[src/rtl/q2b1q_pkg.sv]
package q2b1q_pkg;
  typedef logic [1:0] quat_code_t;

  localparam quat_code_t QC_POS3 = 2'b10;
  localparam quat_code_t QC_POS1 = 2'b11;
  localparam quat_code_t QC_NEG1 = 2'b01;
  localparam quat_code_t QC_NEG3 = 2'b00;

  // negating a level flips the top code bit
  function automatic quat_code_t quat_negate(input quat_code_t c);
    return {~c[1], c[0]};
  endfunction

  function automatic logic quat_is_neg(input quat_code_t c);
    return ~c[1];
  endfunction

  function automatic logic quat_is_big(input quat_code_t c);
    return ~c[0];
  endfunction
endpackage

[src/rtl/q2b1q_align_sync.sv]
module q2b1q_align_sync (
  input  logic clk_i,
  input  logic rst_ni,
  input  logic en_i,
  input  logic pulse_i,
  output logic edge_o
);
  logic s1_q, s2_q, s3_q;

  always_ff @(posedge clk_i or negedge rst_ni) begin
    if (!rst_ni) begin
      s1_q <= 1'b0;
      s2_q <= 1'b0;
      s3_q <= 1'b0;
    end else begin
      s1_q <= pulse_i;
      s2_q <= s1_q;
      s3_q <= s2_q;
    end
  end

  assign edge_o = en_i & s2_q & ~s3_q;
endmodule

[src/rtl/q2b1q_pair_buf.sv]
module q2b1q_pair_buf (
  input  logic       clk_i,
  input  logic       rst_ni,
  input  logic       bit_i,
  input  logic       valid_i,
  output logic       ready_o,
  input  logic       take_i,
  output logic       full_o,
  output logic [1:0] pair_o
);
  logic [1:0] cnt_q;
  logic [1:0] data_q;
  logic       accept;

  assign ready_o = (cnt_q != 2'd2);
  assign full_o  = (cnt_q == 2'd2);
  assign accept  = valid_i & ready_o;
  assign pair_o  = data_q;

  always_ff @(posedge clk_i or negedge rst_ni) begin
    if (!rst_ni) begin
      cnt_q  <= 2'd0;
      data_q <= 2'b00;
    end else if (take_i && full_o) begin
      cnt_q <= 2'd0;
    end else if (accept) begin
      cnt_q  <= cnt_q + 2'd1;
      data_q <= {data_q[0], bit_i};   // earlier bit ends in [1]
    end
  end
endmodule

[src/rtl/q2b1q_frame_ctr.sv]
module q2b1q_frame_ctr #(
  parameter int FRAME_QUATS = 120,
  parameter int MF_FRAMES   = 8,
  localparam int POS_W = $clog2(FRAME_QUATS),
  localparam int FR_W  = $clog2(MF_FRAMES)
) (
  input  logic             clk_i,
  input  logic             rst_ni,
  input  logic             stb_i,
  input  logic             restart_i,
  output logic [POS_W-1:0] pos_o,
  output logic [FR_W-1:0]  frame_o
);
  localparam logic [POS_W-1:0] POS_LAST = POS_W'(FRAME_QUATS - 1);
  localparam logic [FR_W-1:0]  FR_LAST  = FR_W'(MF_FRAMES - 1);

  logic [POS_W-1:0] pos_q;
  logic [FR_W-1:0]  frame_q;

  assign pos_o   = restart_i ? '0 : pos_q;
  assign frame_o = restart_i ? '0 : frame_q;

  always_ff @(posedge clk_i or negedge rst_ni) begin
    if (!rst_ni) begin
      pos_q   <= '0;
      frame_q <= '0;
    end else if (stb_i) begin
      if (pos_o == POS_LAST) begin
        pos_q   <= '0;
        frame_q <= (frame_o == FR_LAST) ? '0 : frame_o + 1'b1;
      end else begin
        pos_q   <= pos_o + 1'b1;
        frame_q <= frame_o;
      end
    end
  end
endmodule

[src/rtl/q2b1q_framer.sv]
module q2b1q_framer #(
  parameter int                     FRAME_QUATS = 120,
  parameter int                     SYNC_QUATS  = 9,
  parameter int                     MF_FRAMES   = 8,
  // sync polarity, MSB sent first, 1 = +3, 0 = -3
  parameter logic [SYNC_QUATS-1:0]  SYNC_WORD   = 9'b110001011
) (
  input  logic       clk_i,
  input  logic       rst_ni,
  input  logic       sym_stb_i,
  input  logic       bit_i,
  input  logic       bit_valid_i,
  output logic       bit_ready_o,
  input  logic       align_mode_i,
  input  logic       align_i,
  output logic       quat_valid_o,
  output logic [1:0] quat_code_o,
  output logic       quat_neg_o,
  output logic       quat_big_o,
  output logic       frame_start_o,
  output logic       mframe_start_o,
  output logic       mframe_sq_o
);
  import q2b1q_pkg::*;

  localparam int POS_W  = $clog2(FRAME_QUATS);
  localparam int FR_W   = $clog2(MF_FRAMES);
  localparam int SYNC_W = $clog2(SYNC_QUATS);
  localparam logic [POS_W-1:0]  SYNC_LEN = POS_W'(SYNC_QUATS);
  localparam logic [SYNC_W-1:0] SYNC_TOP = SYNC_W'(SYNC_QUATS - 1);
  localparam logic [FR_W-1:0]   FR_HALF  = FR_W'(MF_FRAMES / 2);

  logic             al_edge, pend_q, restart;
  logic             buf_full, take;
  logic [1:0]       pair;
  logic [POS_W-1:0] pos;
  logic [FR_W-1:0]  frm;
  logic             in_sync, mf_first;
  logic [SYNC_W-1:0] sync_idx;
  quat_code_t       sync_code, pay_code, cur_code;

  q2b1q_align_sync u_align (
    .clk_i   (clk_i),
    .rst_ni  (rst_ni),
    .en_i    (align_mode_i),
    .pulse_i (align_i),
    .edge_o  (al_edge)
  );

  q2b1q_pair_buf u_buf (
    .clk_i   (clk_i),
    .rst_ni  (rst_ni),
    .bit_i   (bit_i),
    .valid_i (bit_valid_i),
    .ready_o (bit_ready_o),
    .take_i  (take),
    .full_o  (buf_full),
    .pair_o  (pair)
  );

  q2b1q_frame_ctr #(
    .FRAME_QUATS (FRAME_QUATS),
    .MF_FRAMES   (MF_FRAMES)
  ) u_ctr (
    .clk_i     (clk_i),
    .rst_ni    (rst_ni),
    .stb_i     (sym_stb_i),
    .restart_i (restart),
    .pos_o     (pos),
    .frame_o   (frm)
  );

  // alignment request held until a strobe uses it
  always_ff @(posedge clk_i or negedge rst_ni) begin
    if (!rst_ni)        pend_q <= 1'b0;
    else if (sym_stb_i) pend_q <= 1'b0;
    else if (al_edge)   pend_q <= 1'b1;
  end

  assign restart  = sym_stb_i & (pend_q | al_edge);
  assign in_sync  = (pos < SYNC_LEN);
  assign mf_first = (frm == '0);
  assign sync_idx = SYNC_TOP - pos[SYNC_W-1:0];

  always_comb begin
    sync_code = SYNC_WORD[sync_idx] ? QC_POS3 : QC_NEG3;
    if (mf_first) sync_code = quat_negate(sync_code);
  end

  assign pay_code = buf_full ? quat_code_t'(pair) : QC_NEG3;
  assign take     = sym_stb_i & ~in_sync & buf_full;
  assign cur_code = in_sync ? sync_code : pay_code;

  always_ff @(posedge clk_i or negedge rst_ni) begin
    if (!rst_ni) begin
      quat_valid_o   <= 1'b0;
      quat_code_o    <= 2'b00;
      quat_neg_o     <= 1'b0;
      quat_big_o     <= 1'b0;
      frame_start_o  <= 1'b0;
      mframe_start_o <= 1'b0;
      mframe_sq_o    <= 1'b0;
    end else begin
      quat_valid_o   <= sym_stb_i;
      frame_start_o  <= sym_stb_i & (pos == '0);
      mframe_start_o <= sym_stb_i & (pos == '0) & mf_first;
      if (sym_stb_i) begin
        quat_code_o <= cur_code;
        quat_neg_o  <= quat_is_neg(cur_code);
        quat_big_o  <= quat_is_big(cur_code);
        mframe_sq_o <= (frm < FR_HALF);
      end
    end
  end
endmodule

[config.mk]
export PLATFORM = sky130hd
export DESIGN_NAME = q2b1q_framer
export DESIGN_NICKNAME = d
export VERILOG_FILES = /design/src/rtl/q2b1q_pkg.sv /design/src/rtl/q2b1q_align_sync.sv /design/src/rtl/q2b1q_pair_buf.sv /design/src/rtl/q2b1q_frame_ctr.sv /design/src/rtl/q2b1q_framer.sv
export SDC_FILE = /design/constraint.sdc
export NUM_CORES = 1
export LEC_CHECK = 0
export BUFFER_PORTS_ARGS = -buffer_cell sky130_fd_sc_hd__buf_2
export CORE_MARGIN = 4
export CORE_UTILIZATION = 30
export CTS_CLUSTER_SIZE = 14
export DETAILED_ROUTE_END_ITERATION = 8
export PLACE_DENSITY = 0.51
export SYNTH_ARGS = -nofsm -noshare
export SYNTH_HDL_FRONTEND = slang
export SYNTH_HIERARCHICAL = 1
export SYNTH_SLANG_ARGS = --single-unit
[constraint.sdc]
create_clock -name clk_i -period 6.1 [get_ports clk_i]
set_clock_uncertainty 0.2 [all_clocks]
set_input_delay 0.915 -clock clk_i [delete_from_list [all_inputs] [get_ports clk_i]]
set_output_delay 0.915 -clock clk_i [all_outputs]
set_load 0.02 [all_outputs]
### Word-level counts from Yosys, hierarchy flattened

Memories as Yosys holds them, arrays and structs flattened.
Cells that the tools add are included.

* output and inout port bits: 9
* register bits after elaboration: 26
* input bits: 7
* memory bits (read-only): 16
* memories: 1

* equal/unequal tests: 4
* bitwise operators: 15
* mux-type cells: 14
* magnitude comparators: 3
* reduce and logical (&&, ||, !) cells: 6
* add/subtract/negate cells: 4

Memories
* (no name shown): depth 16, bits a word 1, read ports 1, clocked after Yosys merged registers in 0, write ports 0, line q2b1q_framer.sv:86 `sync_code = SYNC_WORD[sync_idx] ? QC_POS3 : QC_NEG3;`

Operator list (count)
* $mux 7: 2
* $mux 2: 6
* $mux 3: 3
* $and 1x1->1: 8
* $add 7x1->7 const B: 1
* $eq 7x7->1 const B: 1
* $logic_not 7->1: 1
* $lt 7x4->1 const B: 1
* $not 1->1: 6
* $lt 4x5->1 const B: 1
* $reduce_bool 2->1: 2
* $sub 4x4->4 const A: 1
* $add 3x1->3 const B: 1
* $eq 3x3->1 const B: 1
* $logic_not 3->1: 1
* $lt 3x3->1 const B: 1
* $mux 1: 3
* $add 2x1->2 const B: 1
* $eq 2x2->1 const B: 1
* $ne 2x2->1 const B: 1
* $reduce_and 2->1: 1
* $logic_and 1x1->1: 1
* $or 1x1->1: 1

### Longest topological paths before layout

Gate-level depths: netlist of run 1.

* depth after elaboration: 13
* depth in mapped cells: 11
* mapped depth without buffers: 9

### Modules after synthesis

Netlist of run 1, hierarchy kept.

By module, submodules not included
* q2b1q_frame_ctr: sequential area each 250.2 µm², instances 1, cells each 74, area an instance 676.9 µm²
* q2b1q_framer: sequential area each 225.2 µm², instances 1, cells each 41, area an instance 441.7 µm²
* q2b1q_pair_buf: sequential area each 100.1 µm², instances 1, cells each 15, area an instance 180.2 µm²
* q2b1q_align_sync: sequential area each 75.1 µm², instances 1, cells each 4, area an instance 83.8 µm²

### Worst setup path after synthesis of run 1

Ideal clock, no wire load.

* path type: in2reg
* start: input sym_stb_i
* end: register u_ctr.frame_q[0]
* setup slack: 3022 ps
* buffers on the path: 3
* data required time: 5774 ps
* arrival time: 2752 ps
* setup time: 126 ps
* stages on the path: 9
* path through: clkbuf_1 -> nor2b_1 -> buf_6 -> buf_2 -> nor2b_1 -> ha_1 -> and4b_2 -> nand2_1 -> a221o_1

* elaborated cells between the ends (all ways): 8
* classes of those cells: add/sub: 1; eq/ne: 2; mux: 4; bitwise: 1

RTL lines
* start: declaration: line q2b1q_framer.sv:10 `input logic sym_stb_i,`
* $and 1x1->1: line q2b1q_framer.sv:80 `assign restart = sym_stb_i & (pend_q | al_edge);`
* named net restart: line q2b1q_framer.sv:33 `logic al_edge, pend_q, restart;`
* $mux 7: line q2b1q_frame_ctr.sv:20 `assign pos_o = restart_i ? '0 : pos_q;`
* named net pos[1]: line q2b1q_framer.sv:36 `logic [POS_W-1:0] pos;`
* $eq 7x7->1: line q2b1q_frame_ctr.sv:28 `if (pos_o == POS_LAST) begin`
* $mux 3: line q2b1q_frame_ctr.sv:28
* end signal: assignment: line q2b1q_frame_ctr.sv:30 `frame_q <= (frame_o == FR_LAST) ? '0 : frame_o + 1'b1;`
* end signal: assignment: line q2b1q_frame_ctr.sv:33 `frame_q <= frame_o;`
* end: declaration: line q2b1q_frame_ctr.sv:18 `logic [FR_W-1:0] frame_q;`

The timed path passes the listed nets, and every way through them passes these cells.
A chain may end at the register's enable or synchronous reset.

### Final worst setup path of run 1

* start: input align_mode_i
* end: register u_ctr.frame_q[0]

* elaborated cells between the ends (all ways): 11
* classes of those cells: add/sub: 1; eq/ne: 2; mux: 4; bitwise: 4

RTL lines
* start: declaration: line q2b1q_framer.sv:14 `input logic align_mode_i,`
* $and 1x1->1 (2 in a row): line q2b1q_align_sync.sv:22 `assign edge_o = en_i & s2_q & ~s3_q;`
* named net al_edge: line q2b1q_framer.sv:33
* $or 1x1->1: line q2b1q_framer.sv:80
* $and 1x1->1: line q2b1q_framer.sv:80
* named net restart: line q2b1q_framer.sv:33
* $mux 7: line q2b1q_frame_ctr.sv:20
* named net pos[0]: line q2b1q_framer.sv:36
* $eq 7x7->1: line q2b1q_frame_ctr.sv:28
* $mux 3: line q2b1q_frame_ctr.sv:28

The timed path passes the listed nets, and every way through them passes these cells.

==> summary.json, run 1 <==
{
  "gpl.final_weighted_congestion": {"value": 0.774},
  "drt-pass1-iter-count": {"value": 5},
  "dp.final_hpwl": {"value": 1.99, "unit": "mm"},
  "htree_levels": {"value": 1},
  "fmax": {"value": 0.327, "unit": "GHz"},
  "post_cts_resized": {"value": 0},
  "max_cap_violations": {"value": 0},
  "die_outline_height": {"value": 75.9, "unit": "um"},
  "critical_path.n_buffers_inverters": {"value": 2},
  "fillCellCount": {"value": 465},
  "cts.sinks": {"value": 26},
  "first_iter_violations": {"value": 65},
  "fin_ws": {"value": 3040, "unit": "ps"},
  "cts_tree": {"value": "built"},
  "crit_path_cell_trace": {"value": "buf_2 > and3b_1 > nor2_1 > nor2b_1 > buf_4 > nor2b_1 > ha_1 > and4b_2 > nand2_1 > a221o_1"},
  "layout-drive-gt1-share": {"value": 17.4, "unit": "%"},
  "vias_per_cell": {"value": 5.27},
  "layout.core_utilization": {"value": 35.6, "unit": "%"},
  "timing.slew.headroom": {"value": 62.2, "unit": "%"},
  "top_cells_by_area_synth": {"value": "dfrtp_1 (47%), nor2b_1 (5.0%), nand2_1 (3.0%)"},
  "flow.area_growth_from_synthesis": {"value": 13.7, "unit": "%"},
  "synth_top_area_cell": {"value": "dfrtp_1"},
  "synth-main-ff-cell": {"value": "dfrtp_1"},
  "syn-cell-area": {"value": 0.00138, "unit": "mm^2"},
  "syn-mean-instance-area": {"value": 10.3, "unit": "um^2"},
  "leading_cell_types_by_count_after_synthesis": {"value": "dfrtp_1 (26), nand2_1 (11), nor2b_1 (11)"},
  "yosys_register_bits": {"value": 26},
  "dp_worst_setup_slack": {"value": 2760, "unit": "ps"},
  "hold_viol_final": {"value": 0},
  "crit_path_frequent_cell": {"value": "nor2b_1"},
  "post_cts_buffers": {"value": 0},
  "grt_setup_unrepaired": {"value": "false"},
  "io_buffers": {"value": 15},
  "route.final.wire_length": {"value": 2.84, "unit": "mm"},
  "dieArea": {"value": 0.00576, "unit": "mm^2"},
  "power-per-cell-area": {"value": 388, "unit": "mW/mm^2"},
  "clk-insertion-delay-late": {"value": 270, "unit": "ps"},
  "final-max-slew-violation-count": {"value": 0},
  "core-area": {"value": 0.00441, "unit": "mm^2"},
  "synth_enable_flop_cells": {"value": 0},
  "min_period": {"value": 3060, "unit": "ps"},
  "critical_path_arrival": {"value": 3020, "unit": "ps"},
  "synth-seq-area-share": {"value": 47.1, "unit": "%"},
  "grt_start_max_net_pins": {"value": 27},
  "num_antenna_cells": {"value": 0},
  "cts.clk_slew.worst_paths": {"value": 90, "unit": "ps"},
  "synth-warning-count": {"value": 6},
  "first_pass_grt_wire_length": {"value": 4.84, "unit": "mm"},
  "cts_made_buffers": {"value": 3},
  "cells_after_synthesis": {"value": 134},
  "critPathRequiredTime": {"value": 6060, "unit": "ps"},
  "final.hold.worst_slack": {"value": 165, "unit": "ps"},
  "crit_path_max_incr_delay": {"value": 380, "unit": "ps"},
  "cp_top_family": {"value": "simple AND/OR/NAND/NOR gates"},
  "capturing_element_type_of_the_critical_path": {"value": "register"},
  "clock_root_buffer_master": {"value": "clkbuf_8"},
  "global_route.overflow_total": {"value": 0},
  "result_of_the_run": {"value": "completed"},
  "synth.lib_cells_used.distinct": {"value": 47},
  "timing.setup.tns": {"value": 0, "unit": "ps"},
  "ctsHoldBuffers": {"value": 0},
  "drcViolationCount": {"value": 0},
  "initial_core_util": {"value": 31.3, "unit": "%"},
  "setup-violations-final": {"value": 0},
  "rows": {"value": 24},
  "cts-root-to-sink-buffers": {"value": 2},
  "critPathSlowestCell": {"value": "nor2b_1"},
  "highest_ir_drop_seen_on_vdd": {"value": 0.198, "unit": "mV"},
  "element_type_at_the_critical_path_start": {"value": "input pin"},
  "hold_class": {"value": "reg2reg"},
  "setup.worst_path.class": {"value": "in2reg"},
  "postRouteAntennaNets": {"value": 0},
  "timing.critical_path.fanout_max": {"value": 19},
  "grt_antenna_before_repair": {"value": 0},
  "vias": {"value": 1059},
  "yosys.cell_count.top_type": {"value": "dfrtp_1"},
  "nets": {"value": 160},
  "async_reset_ff_share": {"value": 100, "unit": "%"},
  "layout_worst_path_cycle_share": {"value": 50.2, "unit": "%"},
  "total_leakage_power": {"value": 0.701, "unit": "nW"},
  "synthesized_netlist_net_count": {"value": 144},
  "die-width": {"value": 75.9, "unit": "um"},
  "post-synth-top-area-fraction": {"value": 47.1, "unit": "%"},
  "gr-usage-all-layers": {"value": 11.0, "unit": "%"},
  "number_of_global_route_vias_before_repair": {"value": 1029},
  "slew_at_the_pin_closest_to_its_max_slew_limit": {"value": 567, "unit": "ps"},
  "boundaryPins": {"value": 16},
  "wire_per_inst": {"value": 14.1, "unit": "um"}
}
routing by layer:
layer	wire length, um	share of wire, %	global-route usage [%]
met5	0	0	0
met4	21	0.74	2.91
met3	189	6.7	3.17
met2	1370	48	18.6
met1	1260	44	13.7
path summary, 6_finish.rpt:
| path | start | end | slack, ps | cells after the start |
|---|---|---|---|---|
| worst max register to register | u_align/s2_q | u_ctr/frame_q[0] | 3370 | 9 |
| worst min register to register | u_align/s1_q | u_align/s2_q | 170 | 0 |
| worst min-delay path | u_align/s1_q | u_align/s2_q | 170 | 0 |
| worst max-delay path | align_mode_i | u_ctr/frame_q[0] | 3040 | 10 |
| min in group asynchronous | rst_ni | quat_code_o[1] | 430 | 1 |
| max in group asynchronous | rst_ni | u_ctr/frame_q[0] | 4900 | 1 |
layout by cell type, fill, tap and decap left out, types with 3 or more instances in the layout:
cell	n
nand2_1	11
nor2b_1	11
ha_1	3
nor2_1	6
a21oi_1	4
buf_2	15
mux2i_1	4
dfrtp_1	26
o31ai_1	3
nand3_1	5
nand2b_1	3
clkbuf_8	3
inv_1	4
nand3b_1	4
o21ai_0	4
nor4_1	4
flip-flops by register name (all words and copies together), names as in the netlist:
signal	flops
u_align/s3_q	1
u_ctr/pos_q	7
u_align/s1_q	1
quat_neg_o	1
quat_code_o	2
quat_valid_o	1
u_ctr/frame_q	3
quat_big_o	1
frame_start_o	1
u_buf/pair_o	2
u_align/s2_q	1
mframe_start_o	1
mframe_sq_o	1
u_buf/cnt_q	2
pend_q	1
final cells by class:
class	instances	area, um^2	share of cell area (%)
clock buffers	3	41.3	2.63
clock inverters	1	30.0	1.91
inverters	5	18.8	1.19
multi-input cells	98	683	43.5
flip-flops and latches	26	651	41.4
well taps	52	65.1	4.14
repair buffers	16	82.6	5.25
power by group:
part	internal, mW	switching, mW
Combinational	0.0893	0.118
Clock	0.0878	0.0553
Sequential	0.216	0.0436
Total	0.393	0.217
through the flow:
step	cell area, um^2	power, mW	instances
2_1_floorplan	1380	0.414	134
3_3_place_gp	1500	0.465	197
3_5_place_dp	1500	0.472	197
4_1_cts	1570	0.619	201
5_1_grt	1570	0.658	201
6_report	1570	0.610	201
cell families (layout without fill, tap and decap cells):
logic type	count (synthesis)	after routing	share of synthesized area [%]
adder cells (fa/ha/maj)	3	3	2.72
flip-flops	26	26	47.1
AO/OA/AOI/OAI	27	27	14.0
buffers and inverters	10	25	3.53
multiplexers	6	6	4.52
AND/OR/NAND/NOR	62	62	28.1
No activity file was read; power rests on OpenSTA's default activity.
==> run 2: changes to the inputs <==
--- a/config.mk
+++ b/config.mk
@@ -10,7 +10,7 @@
 export CORE_UTILIZATION = 30
 export CTS_CLUSTER_SIZE = 14
 export DETAILED_ROUTE_END_ITERATION = 8
-export PLACE_DENSITY = 0.51
+export PLACE_DENSITY = 0.52
 export SYNTH_ARGS = -nofsm -noshare
 export SYNTH_HDL_FRONTEND = slang
 export SYNTH_HIERARCHICAL = 1
==> constraint.sdc (replaced) <==
create_clock -name clk_i -period 2.6 [get_ports clk_i]
set_clock_uncertainty 0.2 [all_clocks]
set_input_delay 0.39 -clock clk_i [delete_from_list [all_inputs] [get_ports clk_i]]
set_output_delay 0.39 -clock clk_i [all_outputs]
set_load 0.02 [all_outputs]
==> run 2 against run 1 <==
Sequential cell count stayed put. Register-to-register slack worse by 3200 ps. Global-route usage is 0.47 points lower. Design area is 4.9% higher. Final cell count is 5.0% higher. Sequential power is 130% higher. Die area stayed put. Clock-buffer cell count stayed put. Hold slack worse by 150 ps. Sequential share of layout area is 1.9 points lower. Routed wire length is 1.2% lower. Total power is 140% higher. Critical endpoint unchanged. Highest routed layer unchanged.
==> summary.json, run 2 (synthesis gave the netlist of run 1 again) <==
{
  "result_of_the_run": {"value": "completed"},
  "timing.critical_path.fanout_max": {"value": 9, "change": "-10"},
  "postRouteAntennaNets": {"value": 0, "change": "unchanged"},
  "dp_worst_setup_slack": {"value": 121, "unit": "ps", "change": "-2640 ps"},
  "cts_tree": {"value": "built"},
  "num_antenna_cells": {"value": 0, "change": "unchanged"},
  "gr-usage-all-layers": {"value": 10.6, "unit": "%", "change": "-0.47 points"},
  "vias": {"value": 1072, "change": "+1.2%"},
  "rows": {"value": 24, "change": "unchanged"},
  "fin_ws": {"value": 208, "unit": "ps", "change": "-2830 ps"},
  "timing.slew.headroom": {"value": 61.8, "unit": "%", "change": "-0.42 points"},
  "largest_reg_flops": {"value": 7, "change": "unchanged"},
  "hold_class": {"value": "in2reg"},
  "fillCellCount": {"value": 444, "change": "-4.5%"},
  "most-common-layout-cells": {"value": "dfrtp_1 (26), buf_2 (15), nand2_1 (11), nor2b_1 (11), buf_4 (10)"},
  "critPathRequiredTime": {"value": 2560, "unit": "ps", "change": "-3500 ps"},
  "initial_core_util": {"value": 31.3, "unit": "%", "change": "unchanged"},
  "cts.clk_slew.worst_paths": {"value": 90, "unit": "ps", "change": "about the same"},
  "grt_start_max_net_pins": {"value": 27, "change": "unchanged"},
  "cts_made_buffers": {"value": 3, "change": "unchanged"},
  "wire_per_inst": {"value": 13.3, "unit": "um", "change": "-5.8%"},
  "fmax": {"value": 0.418, "unit": "GHz"},
  "cts.sinks": {"value": 26, "change": "unchanged"},
  "capturing_element_type_of_the_critical_path": {"value": "register"},
  "layout_worst_path_cycle_share": {"value": 92.0, "unit": "%"},
  "global_route.overflow_total": {"value": 0, "change": "unchanged"},
  "postLayoutCellArea": {"value": 0.00165, "unit": "mm^2", "change": "+4.9%"},
  "multi_input_area": {"value": 683, "unit": "um^2", "change": "unchanged"},
  "power-per-cell-area": {"value": 896, "unit": "mW/mm^2", "change": "+130%"},
  "dieArea": {"value": 0.00576, "unit": "mm^2", "change": "unchanged"},
  "die-width": {"value": 75.9, "unit": "um", "change": "unchanged"},
  "post_cts_buffers": {"value": 0, "change": "unchanged"},
  "place_inst": {"value": 206, "change": "+4.6%"},
  "finish.cell_count_without_fillers": {"value": 211, "change": "+5.0%"},
  "setup-violations-final": {"value": 0, "change": "unchanged"},
  "layout-drive-gt1-share": {"value": 22.0, "unit": "%", "change": "+4.6 points"},
  "route.final.wire_length": {"value": 2.81, "unit": "mm", "change": "-1.2%"},
  "final.hold.worst_slack": {"value": 15.9, "unit": "ps", "change": "-149 ps"},
  "gpl.final_weighted_congestion": {"value": 0.747, "change": "-3.6%"},
  "cts-root-to-sink-buffers": {"value": 2, "change": "unchanged"},
  "clk-insertion-delay-late": {"value": 270, "unit": "ps", "change": "about the same"},
  "first_pass_grt_wire_length": {"value": 4.64, "unit": "mm", "change": "-4.3%"},
  "slew_at_the_pin_closest_to_its_max_slew_limit": {"value": 573, "unit": "ps", "change": "+6.25 ps"},
  "boundaryPins": {"value": 16, "change": "unchanged"},
  "regArea": {"value": 651, "unit": "um^2", "change": "unchanged"},
  "dp.final_hpwl": {"value": 2.10, "unit": "mm", "change": "+5.8%"},
  "largest_register": {"value": "u_ctr/pos_q"},
  "timing.setup.tns": {"value": 0, "unit": "ps", "change": "unchanged"},
  "power.total": {"value": 1.48, "unit": "mW", "change": "+140%"},
  "grt_antenna_before_repair": {"value": 0, "change": "unchanged"},
  "vias_per_cell": {"value": 5.08, "change": "-3.6%"},
  "drt-pass1-iter-count": {"value": 5, "change": "unchanged"},
  "die_outline_height": {"value": 75.9, "unit": "um", "change": "unchanged"},
  "nets": {"value": 170, "change": "+6.3%"},
  "grt_setup_unrepaired": {"value": "false"},
  "max_cap_violations": {"value": 0, "change": "unchanged"},
  "flow.area_growth_from_synthesis": {"value": 19.3, "unit": "%"},
  "placed_cell_area": {"value": 0.00157, "unit": "mm^2", "change": "+4.5%"},
  "htree_levels": {"value": 1, "change": "unchanged"},
  "layout.core_utilization": {"value": 37.4, "unit": "%", "change": "+1.8 points"},
  "core-area": {"value": 0.00441, "unit": "mm^2", "change": "unchanged"},
  "io_buffers": {"value": 15, "change": "unchanged"},
  "clock_root_buffer_master": {"value": "clkbuf_8"},
  "post_cts_resized": {"value": 0, "change": "unchanged"},
  "min_period": {"value": 2390, "unit": "ps"},
  "hold_viol_final": {"value": 0, "change": "unchanged"},
  "final_common_cell": {"value": "dfrtp_1"},
  "ctsHoldBuffers": {"value": 1, "change": "+1"},
  "total_leakage_power": {"value": 0.751, "unit": "nW", "change": "+7.1%"},
  "first_iter_violations": {"value": 18, "change": "-72%"},
  "final-max-slew-violation-count": {"value": 0, "change": "unchanged"},
  "biggestRegsByFlops": {"value": "u_ctr/pos_q x7, u_ctr/frame_q x3"},
  "number_of_global_route_vias_before_repair": {"value": 1010, "change": "-1.8%"},
  "highest_ir_drop_seen_on_vdd": {"value": 0.446, "unit": "mV", "change": "+130%"},
  "setup.worst_path.class": {"value": "reg2reg"},
  "drcViolationCount": {"value": 0, "change": "unchanged"},
  "critical_path_arrival": {"value": 2350, "unit": "ps", "change": "-670 ps"},
  "element_type_at_the_critical_path_start": {"value": "register"}
}
## run 2: cell types whose count changed in the layout (fill, tap and decap cells not counted), sizes merged
cell | before | now
dlygate4sd3 | 0 | 1
buf | 16 | 25
## run 2: where the power goes
| group | internal [mW] | switching, mW |
|---|---|---|
| Sequential | 0.506 | 0.102 |
| Clock | 0.206 | 0.130 |
| Combinational | 0.247 | 0.287 |
| Total | 0.959 | 0.519 |
## run 2: path summary, 6_finish.rpt
kind	slack [ps]	start	cells past startpoint	end
hold / removal	20	align_i	1	u_align/s1_q
hold reg to reg	160	u_align/s1_q	0	u_align/s2_q
max in group asynchronous	1390	rst_ni	2	mframe_sq_o
setup reg to reg	210	u_align/s2_q	9	u_ctr/frame_q[0]
min in group asynchronous	440	rst_ni	2	quat_big_o
setup / recovery	210	u_align/s2_q	9	u_ctr/frame_q[0]
## run 2: critical path: stages, from the launching register on
cell and delay, ps:
dfrtp_1 390, and3b_1 180, nor2_1 140, nor2b_1 70, buf_4 160, nor2b_1 180, ha_1 260, and4b_2 300
nand2_1 80, a221o_1 330
## run 2: layer usage
| metal | wire [um] | global-route usage (%) | vias to the layer above |
|---|---|---|---|
| met5 | 0 | 0 | - |
| met4 | 11 | 2.33 | 0 |
| met3 | 162 | 2.77 | 2 |
| met2 | 1310 | 17.9 | 27 |
| met1 | 1330 | 13.5 | 504 |
| li1 | - | - | 539 |
## run 2: area by class of cell
type                            count  area share [%]
Clock inverter                      1            1.82
Multi-Input combinational cell     98            41.4
Sequential cell                    26            39.5
Inverter                            5            1.14
Tap cell                           52            3.95
Timing Repair Buffer               26            9.71
Clock buffer                        3            2.50
